[src/rtl/dtr_pkg.sv]
package dtr_pkg;
  localparam int DATA_W = 32;
  localparam int IDX_W  = 5;

  localparam logic [IDX_W-1:0] IX_LINE   = 5'h00;
  localparam logic [IDX_W-1:0] IX_CNTTST = 5'h11;
  localparam logic [IDX_W-1:0] IX_CTL    = 5'h12;
  localparam logic [IDX_W-1:0] IX_BASE   = 5'h13;
  localparam logic [IDX_W-1:0] IX_PITCH  = 5'h14;
  localparam logic [IDX_W-1:0] IX_SENSE  = 5'h15;
  localparam logic [IDX_W-1:0] IX_ENAB   = 5'h16;
  localparam logic [IDX_W-1:0] IX_DIV    = 5'h17;
  localparam logic [IDX_W-1:0] IX_REFR   = 5'h18;
  localparam logic [IDX_W-1:0] IX_INTEN  = 5'h19;
  localparam logic [IDX_W-1:0] IX_INTST  = 5'h1A;

  function automatic logic [DATA_W-1:0] swap32(input logic [DATA_W-1:0] v);
    return {v[7:0], v[15:8], v[23:16], v[31:24]};
  endfunction
endpackage

[src/rtl/dtr_timing_bank.sv]
module dtr_timing_bank #(
  parameter int FIRST   = 1,
  parameter int N       = 16,
  parameter int W       = 12,
  parameter int NARROW1 = 8,
  parameter int W1      = 10,
  parameter int NARROW2 = 14,
  parameter int W2      = 8
) (
  input  logic        clk,
  input  logic        rst_n,
  input  logic        wr_en,
  input  logic [4:0]  wr_idx,
  input  logic [W-1:0] wr_val,
  input  logic [4:0]  rd_idx,
  output logic        rd_hit,
  output logic [W-1:0] rd_val
);
  localparam int AW = $clog2(N);

  logic [W-1:0] slot [N];

  for (genvar g = 0; g < N; g++) begin : g_slot
    localparam int IDX = FIRST + g;
    localparam int KW  = (IDX == NARROW1) ? W1 : (IDX == NARROW2) ? W2 : W;
    localparam logic [W-1:0] MASK = W'((64'd1 << KW) - 64'd1);
    always_ff @(posedge clk) begin
      if (!rst_n) slot[g] <= '0;
      else if (wr_en && wr_idx == 5'(IDX)) slot[g] <= wr_val & MASK;
    end
  end

  logic [4:0] off;
  always_comb begin
    off    = rd_idx - 5'(FIRST);
    rd_hit = (rd_idx >= 5'(FIRST)) && (rd_idx < 5'(FIRST + N));
    rd_val = rd_hit ? slot[off[AW-1:0]] : '0;
  end
endmodule

[src/rtl/dtr_arm_ctrl.sv]
module dtr_arm_ctrl #(
  parameter int CW_BITS   = 11,
  parameter int STB_BIT   = 3,
  parameter int OFF_BIT   = 10,
  parameter int ARM_COUNT = 2
) (
  input  logic               clk,
  input  logic               rst_n,
  input  logic               wr_en,
  input  logic [CW_BITS-1:0] wr_val,
  output logic [CW_BITS-1:0] ctl,
  output logic               disp_en
);
  localparam int NW = $clog2(ARM_COUNT + 1);

  logic [NW-1:0] cnt;
  logic [NW-1:0] cnt_inc;

  assign cnt_inc = cnt + 1'b1;

  always_ff @(posedge clk) begin
    if (!rst_n) begin
      ctl     <= '0;
      cnt     <= '0;
      disp_en <= 1'b0;
    end else if (wr_en) begin
      ctl <= wr_val;
      if (ctl[OFF_BIT] != wr_val[OFF_BIT]) begin
        cnt <= '0;
      end else if (ctl[STB_BIT] != wr_val[STB_BIT] && wr_val[STB_BIT]) begin
        if (cnt < NW'(ARM_COUNT)) cnt <= cnt_inc;
        if (cnt_inc >= NW'(ARM_COUNT)) disp_en <= !wr_val[OFF_BIT];
      end
    end
  end
endmodule

[src/rtl/dtr_vbl_irq.sv]
module dtr_vbl_irq #(
  parameter int EW      = 4,
  parameter int EN_BIT  = 2,
  parameter int CLR_BIT = 3
) (
  input  logic          clk,
  input  logic          rst_n,
  input  logic          vblank_in,
  input  logic          wr_en,
  input  logic [EW-1:0] wr_val,
  output logic [EW-1:0] inten,
  output logic          vbl_stat,
  output logic          irq_out
);
  logic vb_q;
  logic clr;

  assign clr = wr_en && inten[CLR_BIT] && !wr_val[CLR_BIT];

  always_ff @(posedge clk) begin
    if (!rst_n) begin
      vb_q     <= 1'b0;
      vbl_stat <= 1'b0;
      inten    <= '0;
    end else begin
      vb_q <= vblank_in;
      if (vblank_in != vb_q) vbl_stat <= vblank_in;
      else if (clr)          vbl_stat <= 1'b0;
      if (wr_en) inten <= wr_val;
    end
  end

  assign irq_out = vbl_stat && inten[EN_BIT];
endmodule

[src/rtl/disp_timing_regs.sv]
module disp_timing_regs
  import dtr_pkg::*;
#(
  parameter int ADDR_W  = 9,
  parameter int TIM_W   = 12,
  parameter int TIM_N   = 16,
  parameter int BASE_W  = 22,
  parameter int PITCH_W = 15,
  parameter int ENAB_W  = 12,
  parameter int CTL_W   = 11
) (
  input  logic               clk,
  input  logic               rst_n,
  input  logic               req_valid,
  output logic               req_ready,
  input  logic               req_write,
  input  logic [ADDR_W-1:0]  req_addr,
  input  logic [31:0]        req_wdata,
  output logic               rsp_valid,
  input  logic               rsp_ready,
  output logic [31:0]        rsp_rdata,
  input  logic               vblank_in,
  output logic               irq_out,
  output logic               disp_enabled,
  output logic               blank_out,
  output logic [BASE_W-1:0]  fb_base_o,
  output logic [PITCH_W-1:0] row_pitch_o,
  output logic [2:0]         sense_dir,
  output logic [2:0]         sense_lvl,
  input  logic [2:0]         sense_id_in,
  output logic               cnt_test_warn,
  output logic               unaligned_err
);
  localparam logic [BASE_W-1:0]  BASE_MASK  = BASE_W'(22'h3FFFE0);
  localparam logic [PITCH_W-1:0] PITCH_MASK = PITCH_W'(15'h7FE0);
  localparam int BLANK_OFF_BIT = 11;

  logic [IDX_W-1:0] idx;
  logic             wr_fire, rd_fire;
  logic [31:0]      wval;

  assign idx       = req_addr[ADDR_W-1:4];
  assign req_ready = !rsp_valid;
  assign wr_fire   = req_valid && req_ready && req_write;
  assign rd_fire   = req_valid && req_ready && !req_write;
  assign wval      = swap32(req_wdata);

  logic             tim_hit;
  logic [TIM_W-1:0] tim_rd;

  dtr_timing_bank #(.FIRST(1), .N(TIM_N), .W(TIM_W)) u_tim (
    .clk(clk), .rst_n(rst_n), .wr_en(wr_fire), .wr_idx(idx),
    .wr_val(wval[TIM_W-1:0]), .rd_idx(idx), .rd_hit(tim_hit), .rd_val(tim_rd)
  );

  logic [CTL_W-1:0] ctl;
  dtr_arm_ctrl #(.CW_BITS(CTL_W)) u_arm (
    .clk(clk), .rst_n(rst_n), .wr_en(wr_fire && idx == IX_CTL),
    .wr_val(wval[CTL_W-1:0]), .ctl(ctl), .disp_en(disp_enabled)
  );

  logic [3:0] inten;
  logic       vbl_stat;
  dtr_vbl_irq u_irq (
    .clk(clk), .rst_n(rst_n), .vblank_in(vblank_in),
    .wr_en(wr_fire && idx == IX_INTEN), .wr_val(wval[3:0]),
    .inten(inten), .vbl_stat(vbl_stat), .irq_out(irq_out)
  );

  logic [BASE_W-1:0]  fb_base;
  logic [PITCH_W-1:0] pitch;
  logic [5:0]         sense_raw;
  logic [ENAB_W-1:0]  enab;
  logic [1:0]         div;

  always_ff @(posedge clk) begin
    if (!rst_n) begin
      fb_base       <= '0;
      pitch         <= '0;
      sense_raw     <= '0;
      enab          <= '0;
      div           <= '0;
      cnt_test_warn <= 1'b0;
    end else if (wr_fire) begin
      case (idx)
        IX_BASE:   fb_base   <= wval[BASE_W-1:0] & BASE_MASK;
        IX_PITCH:  pitch     <= wval[PITCH_W-1:0] & PITCH_MASK;
        IX_SENSE:  sense_raw <= wval[5:0];
        IX_ENAB:   enab      <= wval[ENAB_W-1:0];
        IX_DIV:    div       <= wval[1:0];
        IX_CNTTST: if (wval != '0) cnt_test_warn <= 1'b1;
        default: ;
      endcase
    end
  end

  assign fb_base_o   = fb_base;
  assign row_pitch_o = pitch;
  assign blank_out   = !enab[BLANK_OFF_BIT];
  assign sense_dir   = ~sense_raw[5:3];
  assign sense_lvl   = (sense_raw[2:0] & sense_dir) | ~sense_dir;

  logic [31:0] rd_val;
  always_comb begin
    rd_val = '0;
    if (tim_hit) begin
      rd_val = 32'(tim_rd);
    end else begin
      case (idx)
        IX_CTL:   rd_val = 32'(ctl);
        IX_BASE:  rd_val = 32'(fb_base);
        IX_PITCH: rd_val = 32'(pitch);
        IX_SENSE: rd_val = 32'({sense_id_in, 6'b0});
        IX_ENAB:  rd_val = 32'(enab);
        IX_DIV:   rd_val = 32'(div);
        IX_INTEN: rd_val = 32'(inten);
        IX_INTST: rd_val = 32'({vbl_stat, 2'b00});
        default:  rd_val = '0;
      endcase
    end
  end

  always_ff @(posedge clk) begin
    if (!rst_n) begin
      rsp_valid     <= 1'b0;
      rsp_rdata     <= '0;
      unaligned_err <= 1'b0;
    end else begin
      if (rd_fire) begin
        rsp_valid <= 1'b1;
        rsp_rdata <= swap32(rd_val);
        if (req_addr[3:0] != 4'd0) unaligned_err <= 1'b1;
      end else if (rsp_valid && rsp_ready) begin
        rsp_valid <= 1'b0;
      end
    end
  end
endmodule

[config.mk]
export PLATFORM = sky130hd
export DESIGN_NAME = disp_timing_regs
export DESIGN_NICKNAME = d
export VERILOG_FILES = /design/src/rtl/dtr_pkg.sv /design/src/rtl/dtr_timing_bank.sv /design/src/rtl/dtr_arm_ctrl.sv /design/src/rtl/dtr_vbl_irq.sv /design/src/rtl/disp_timing_regs.sv
export SDC_FILE = /design/constraint.sdc
export NUM_CORES = 1
export LEC_CHECK = 0
export BUFFER_PORTS_ARGS = -buffer_cell sky130_fd_sc_hd__buf_2
export CORE_MARGIN = 5
export CORE_UTILIZATION = 40
export CTS_CLUSTER_DIAMETER = 30
export DETAILED_ROUTE_END_ITERATION = 16
export HOLD_SLACK_MARGIN = 0.03
export PLACE_DENSITY_LB_ADDON = 0.05
export SLEW_MARGIN = 10
export SYNTH_ARGS = -nofsm -noshare
export SYNTH_HDL_FRONTEND = slang
export SYNTH_SLANG_ARGS = --single-unit
[constraint.sdc]
create_clock -name clk -period 4 [get_ports clk]
set_input_delay 1 -clock clk [delete_from_list [all_inputs] [get_ports clk]]
set_output_delay 1 -clock clk [all_outputs]
set_load 0.03 [all_outputs]
[After elaboration in Yosys (flattened, before gate mapping)]
Memory sizes are Yosys's and may differ from the RTL's.
Cells that the tools add are included.
Operators by class
  $lt $le $gt $ge: 4
  bitwise logic cells: 21
  equality and inequality tests: 28
  multiplexer cells: 74
  $add $sub $neg: 2
  reduce and logical (&&, ||, !) cells: 47
Operators by type and width (count)
  12-bit 2-to-1 mux: 16
  22-bit case mux with 8 select lines: 1
  1-bit 2-to-1 mux: 53
  5-bit == test (second input constant): 10
  5-bit by 4-bit == test with 1-bit output (second input constant): 8
  32-bit nonzero test: 1
  1-bit logical AND: 27
  22-bit 2-to-1 mux: 1
  5-bit by 3-bit == test with 1-bit output (second input constant): 4
  1-bit OR: 16
  2-bit AND reduction: 6
  5-bit by 2-bit == test with 1-bit output (second input constant): 2
  2-bit nonzero test: 4
  2-bit 2-to-1 mux: 3
  3-bit inverter: 2
  3-bit AND reduction: 2
  5-bit by 1-bit == test with 1-bit output (second input constant): 1
  5-bit by 1-bit >= comparator with 1-bit output (second input constant): 1
  1-bit logical NOT: 5
  5-bit < comparator (second input constant): 1
  4-bit AND reduction: 1
  4-bit nonzero test: 1
  4-bit by 1-bit subtractor with 4-bit output (second input constant): 1
  3-bit bitwise AND: 1
  other kinds (6): 8
Word-level totals
  memories: 1
  logic and storage cells: 192
  bits in registers: 102
  output and inout bits: 82
  memory bits (writable): 192
  input port bits: 50
Memory list
  u_tim.slot: words 16, bits a word 12, rd ports 1, clocked after Yosys merged registers in 0, wr ports 16, line dtr_timing_bank.sv:21  | logic [W-1:0] slot [N];

[Longest topological paths before layout]
  depth in word-level cells: 8
  gate-level depth with buffers: 12
  depth with buffers taken out: 7

[Modules after synthesis]
A second synthesis with hierarchy kept.
Unflattened totals
  cells, all modules: 1148
  area, all modules: 13270.2 um2
Modules (own cells, without submodules)
  dtr_timing_bank: instances 1, sequential area each 5585.4 um2, cells each 666, area an instance 8767.2 um2
  disp_timing_regs: instances 1, sequential area each 1441.4 um2, cells each 404, area an instance 3639.7 um2
  dtr_arm_ctrl: instances 1, sequential area each 280.3 um2, cells each 54, area an instance 605.6 um2
  dtr_vbl_irq: instances 1, sequential area each 120.1 um2, cells each 24, area an instance 257.7 um2

[Least setup slack after synthesis]
No wires, ideal clock.
  kind: input to register
  start: input port req_addr[4]
  end: memory u_tim.slot[5][0] (enable)
  data required time: 3.602 ns
  path buffers: 5
  arrival: 3.236 ns
  setup time: 0.398 ns
  cell stages on the path: 9
  path slack: 0.366 ns
  cells stage by stage: buf_6 -> buf_2 -> buf_2 -> inv_1 -> ha_1 -> clkbuf_1 -> nand2_1 -> clkbuf_1 -> o21ai_0
RTL lines
  start: declaration: line disp_timing_regs.sv:17  | input logic [ADDR_W-1:0] req_addr,
  end: declaration: line dtr_timing_bank.sv:21

[Worst setup path in the final report]
  start: input port req_addr[6]
  end: register enab[6]
On the way
  longest elaborated chain between the ends: 2
Ends and longest elaborated chain
  5-bit == test: line disp_timing_regs.sv:85  | case (idx)
  2-bit AND reduction (no line)
  end signal: assignment: line disp_timing_regs.sv:89  | IX_ENAB: enab <= wval[ENAB_W-1:0];
  end: declaration: line disp_timing_regs.sv:73  | logic [ENAB_W-1:0] enab;
Every way passes these cells.
A chain may end at the register's enable or synchronous reset.

==> results.cfg <==
[critical_path]
crit_chain = buf_2, nand2b_1, nor3_2, nand2_1, mux2i_1, nor2b_1
cp_top_family = simple AND/OR/NAND/NOR gates
rrSetupSlack_ns = 1.47
max_stage_delay_ns = 0.63
critical_path_class = primary input to flip-flop
required_ns = 4.43
crit_slowest_cell = buf_2
cp.arrival_ns = 3.34
critPathMaxFanout = 31
start_kind = primary input
worst_setup_path_end_kind = flip-flop
path_buf_inv = 1

[synth]
synth_cells = 1071
synth_cell_types = 61
synth.top_cells.by_count = 186 x edfxtp_1, 173 x and2_1, 92 x dfxtp_1
synth_area_um2 = 13100
synth_most_common_cell = edfxtp_1
dominantRegCellSynth = edfxtp_1
yosysSeqAreaShare_pct = 56.9
synth_top_cell_area_share_pct = 42.8
synth_warnings = 0
synthTopCellsByArea = edfxtp_1 43%, dfxtp_1 14%, and2_1 8.3%
synth_seq_cells = 278
async_flop_share_pct = 0
yosysTopAreaCell = edfxtp_1
avgSynthCellArea_um2 = 12.2
synth_edf_count = 186

[grt]
grt_max_degree = 72
overflow = 0
gr-usage-all-layers_pct = 21.7
grt_pass1_vias = 9051
antenna_found_initial = 2
grt_pass1_wl_mm = 58.5

[route]
first_pass_iters = 5
drtIter0Drc = 678
ant_nets = 0
post-route-drc-count = 0
routedWlPerCell_um = 23.3
drt-total-wl_mm = 39.5
avgViaCountPerCell = 5.15
vias = 8746

[power_and_ir_drop]
leakage_nw = 6.76
pwr-share-seq_pct = 32.7
pwr-share-clk_pct = 61.2
p_sw_share_pct = 21.8
comb_power_share_pct = 6.1
ir_worst_vdd_uv = 320
intPower_mw = 7.60
powerDensity_nw_per_um2 = 588
p_switching_mw = 2.11

[finish]
syn_to_final_growth_pct = 26.6
n_fill_cell = 2917
multi_input_area_um2 = 5150
diodes = 0
final_nets = 1256
drive_above_1_share_pct = 26.0
finish.instance_area_um2 = 16500
layout.area.seq_um2 = 7430

[run]
maxCapViolCount = 0

[cts]
cts_setup_buffers = 0
clk_path_buf_depth = 3
cts_tree = built
cts-root-buf = clkbuf_16
cts.sinks = 278
cts_hold_buf = 0
worstSkewPairLatency_ns = 0.56
clkTransAtPathRegs_ns = 0.04
cts_buffers = 68
post_cts_resized = 0
cts-htree-levels = 3

[sta]
layout_min_cycle_time_ns = 2.91
worst_pin_slew_ns = 0.936
setup_viol = 0
fin_skew_ns = 0.0191
grt_setup_unrepaired = false
fmax_ghz = 0.344
fin_tns_setup_ns = 0
relSlewSlack_pct = 37.4
period_share_pct = 72.7
final-hold-violation-count = 0
slew_viol_final = 0

[place]
dpl_cell_area_um2 = 14100
gp_congestion = 0.862
detailedPlacementHpwl_mm = 25.8
io_buffers = 111

[floorplan]
core_um2 = 32400
io-pin-count = 132
dieHeight_um = 191
dieWidth_um = 191
initial_core_util_pct = 40.4
num_rows = 66
dieArea_um2 = 36400

[min_path]
hold_path.class = flip-flop to flip-flop

[run_status]
outcome = complete, no violations
[worst paths after layout]
check	startpoint	cells after the start	endpoint
max	req_addr[6]	6	enab[6]$_SDFFE_PN0P_
min reg2reg	unaligned_err$_SDFFE_PN0P_	1	unaligned_err$_SDFFE_PN0P_
min	unaligned_err$_SDFFE_PN0P_	1	unaligned_err$_SDFFE_PN0P_
max reg2reg	rsp_valid$_SDFFE_PN0P_	4	u_tim.slot[9][7]$_SDFFCE_PN0P_
[layout by cell type (no fill, tap or decap), drive strengths merged, types with 6 or more instances in the layout]
master,instances
mux2i,80
conb,20
nor4,9
mux2,8
nor3,22
nor2,41
a22oi,15
edfxtp,186
clkinv,21
buf,150
and2,173
a21oi,21
nand2,54
dfxtp,92
clkbuf,78
nor2b,71
inv,18
nand3,10
mux4,40
and3,6
bufinv,15
o21ai,42
a31oi,6
[flip-flops by register name, summed over array words and instances, names as in the netlist]
signal / cells
unaligned_err: 1
u_irq.vb_q: 1
fb_base_o: 17
u_tim.slot: 186
u_irq.vbl_stat: 1
u_arm.cnt: 2
u_arm.ctl: 11
sense_raw: 6
cnt_test_warn: 1
row_pitch_o: 10
u_arm.disp_en: 1
enab: 12
div: 2
rsp_valid: 1
u_irq.inten: 4
rsp_rdata: 22
[metrics by stage]
| step | power (mW) | utilization, % | setup slack (ns) | hold WS (ns) | cells |
|---|---|---|---|---|---|
| after global routing | 10.0 | 51.1 | 0.949 | 0.483 | 1697 |
| after floorplan | 3.59 | - | 0.366 | 0.478 | 1090 |
| after detailed placement | 3.82 | 43.4 | 0.583 | 0.454 | 1573 |
| final | 9.72 | 51.1 | 1.09 | 0.462 | 1697 |
| after global placement | 3.82 | 43.4 | 0.585 | 0.448 | 1573 |
| after CTS | 9.81 | 51.1 | 1.15 | 0.464 | 1697 |
[routing by layer]
layer  GRT usage (%)  vias up  share of wire, %
li1                -     4082                 -
met1            30.4     4312                46
met2            33.4      269                46
met3            4.49       83               5.2
met4            7.73        0               2.9
met5               0        -                 0
[area by class of cell]
type / instances / share of cell area [%]
Tap cell: 442 / 3.34
Timing Repair Buffer: 150 / 5.30
Inverter: 12 / 0.272
Sequential cell: 278 / 44.9
Multi-Input combinational cell: 691 / 31.2
Clock buffer: 78 / 11.2
Clock inverter: 46 / 3.79
[cell families after synthesis]
kind of cell	synth area share, %
multiplexers	13.8
XOR/XNOR	0.326
adder cells (fa/ha/maj)	0.479
flip-flops	56.9
AND/OR/NAND/NOR	18.0
AO/OA/AOI/OAI	6.15
other	0.0287
buffers and inverters	4.39
[power by group through the flow]
stage	clock (mW)	combinational [mW]	sequential, mW
after floorplan	0	0.351	3.24
after global placement	0	0.592	3.23
after detailed placement	0	0.591	3.23
after CTS	6.04	0.592	3.18
after global routing	6.20	0.626	3.18
final	5.95	0.590	3.18
[worst register-to-register path, delay by kind of cell (launching register included)]
kind	cells	cell delay, ns
DFF	1	0.37
and+or+nand+nor	4	2.02
Note: power is estimated with default switching activity, not from simulation.
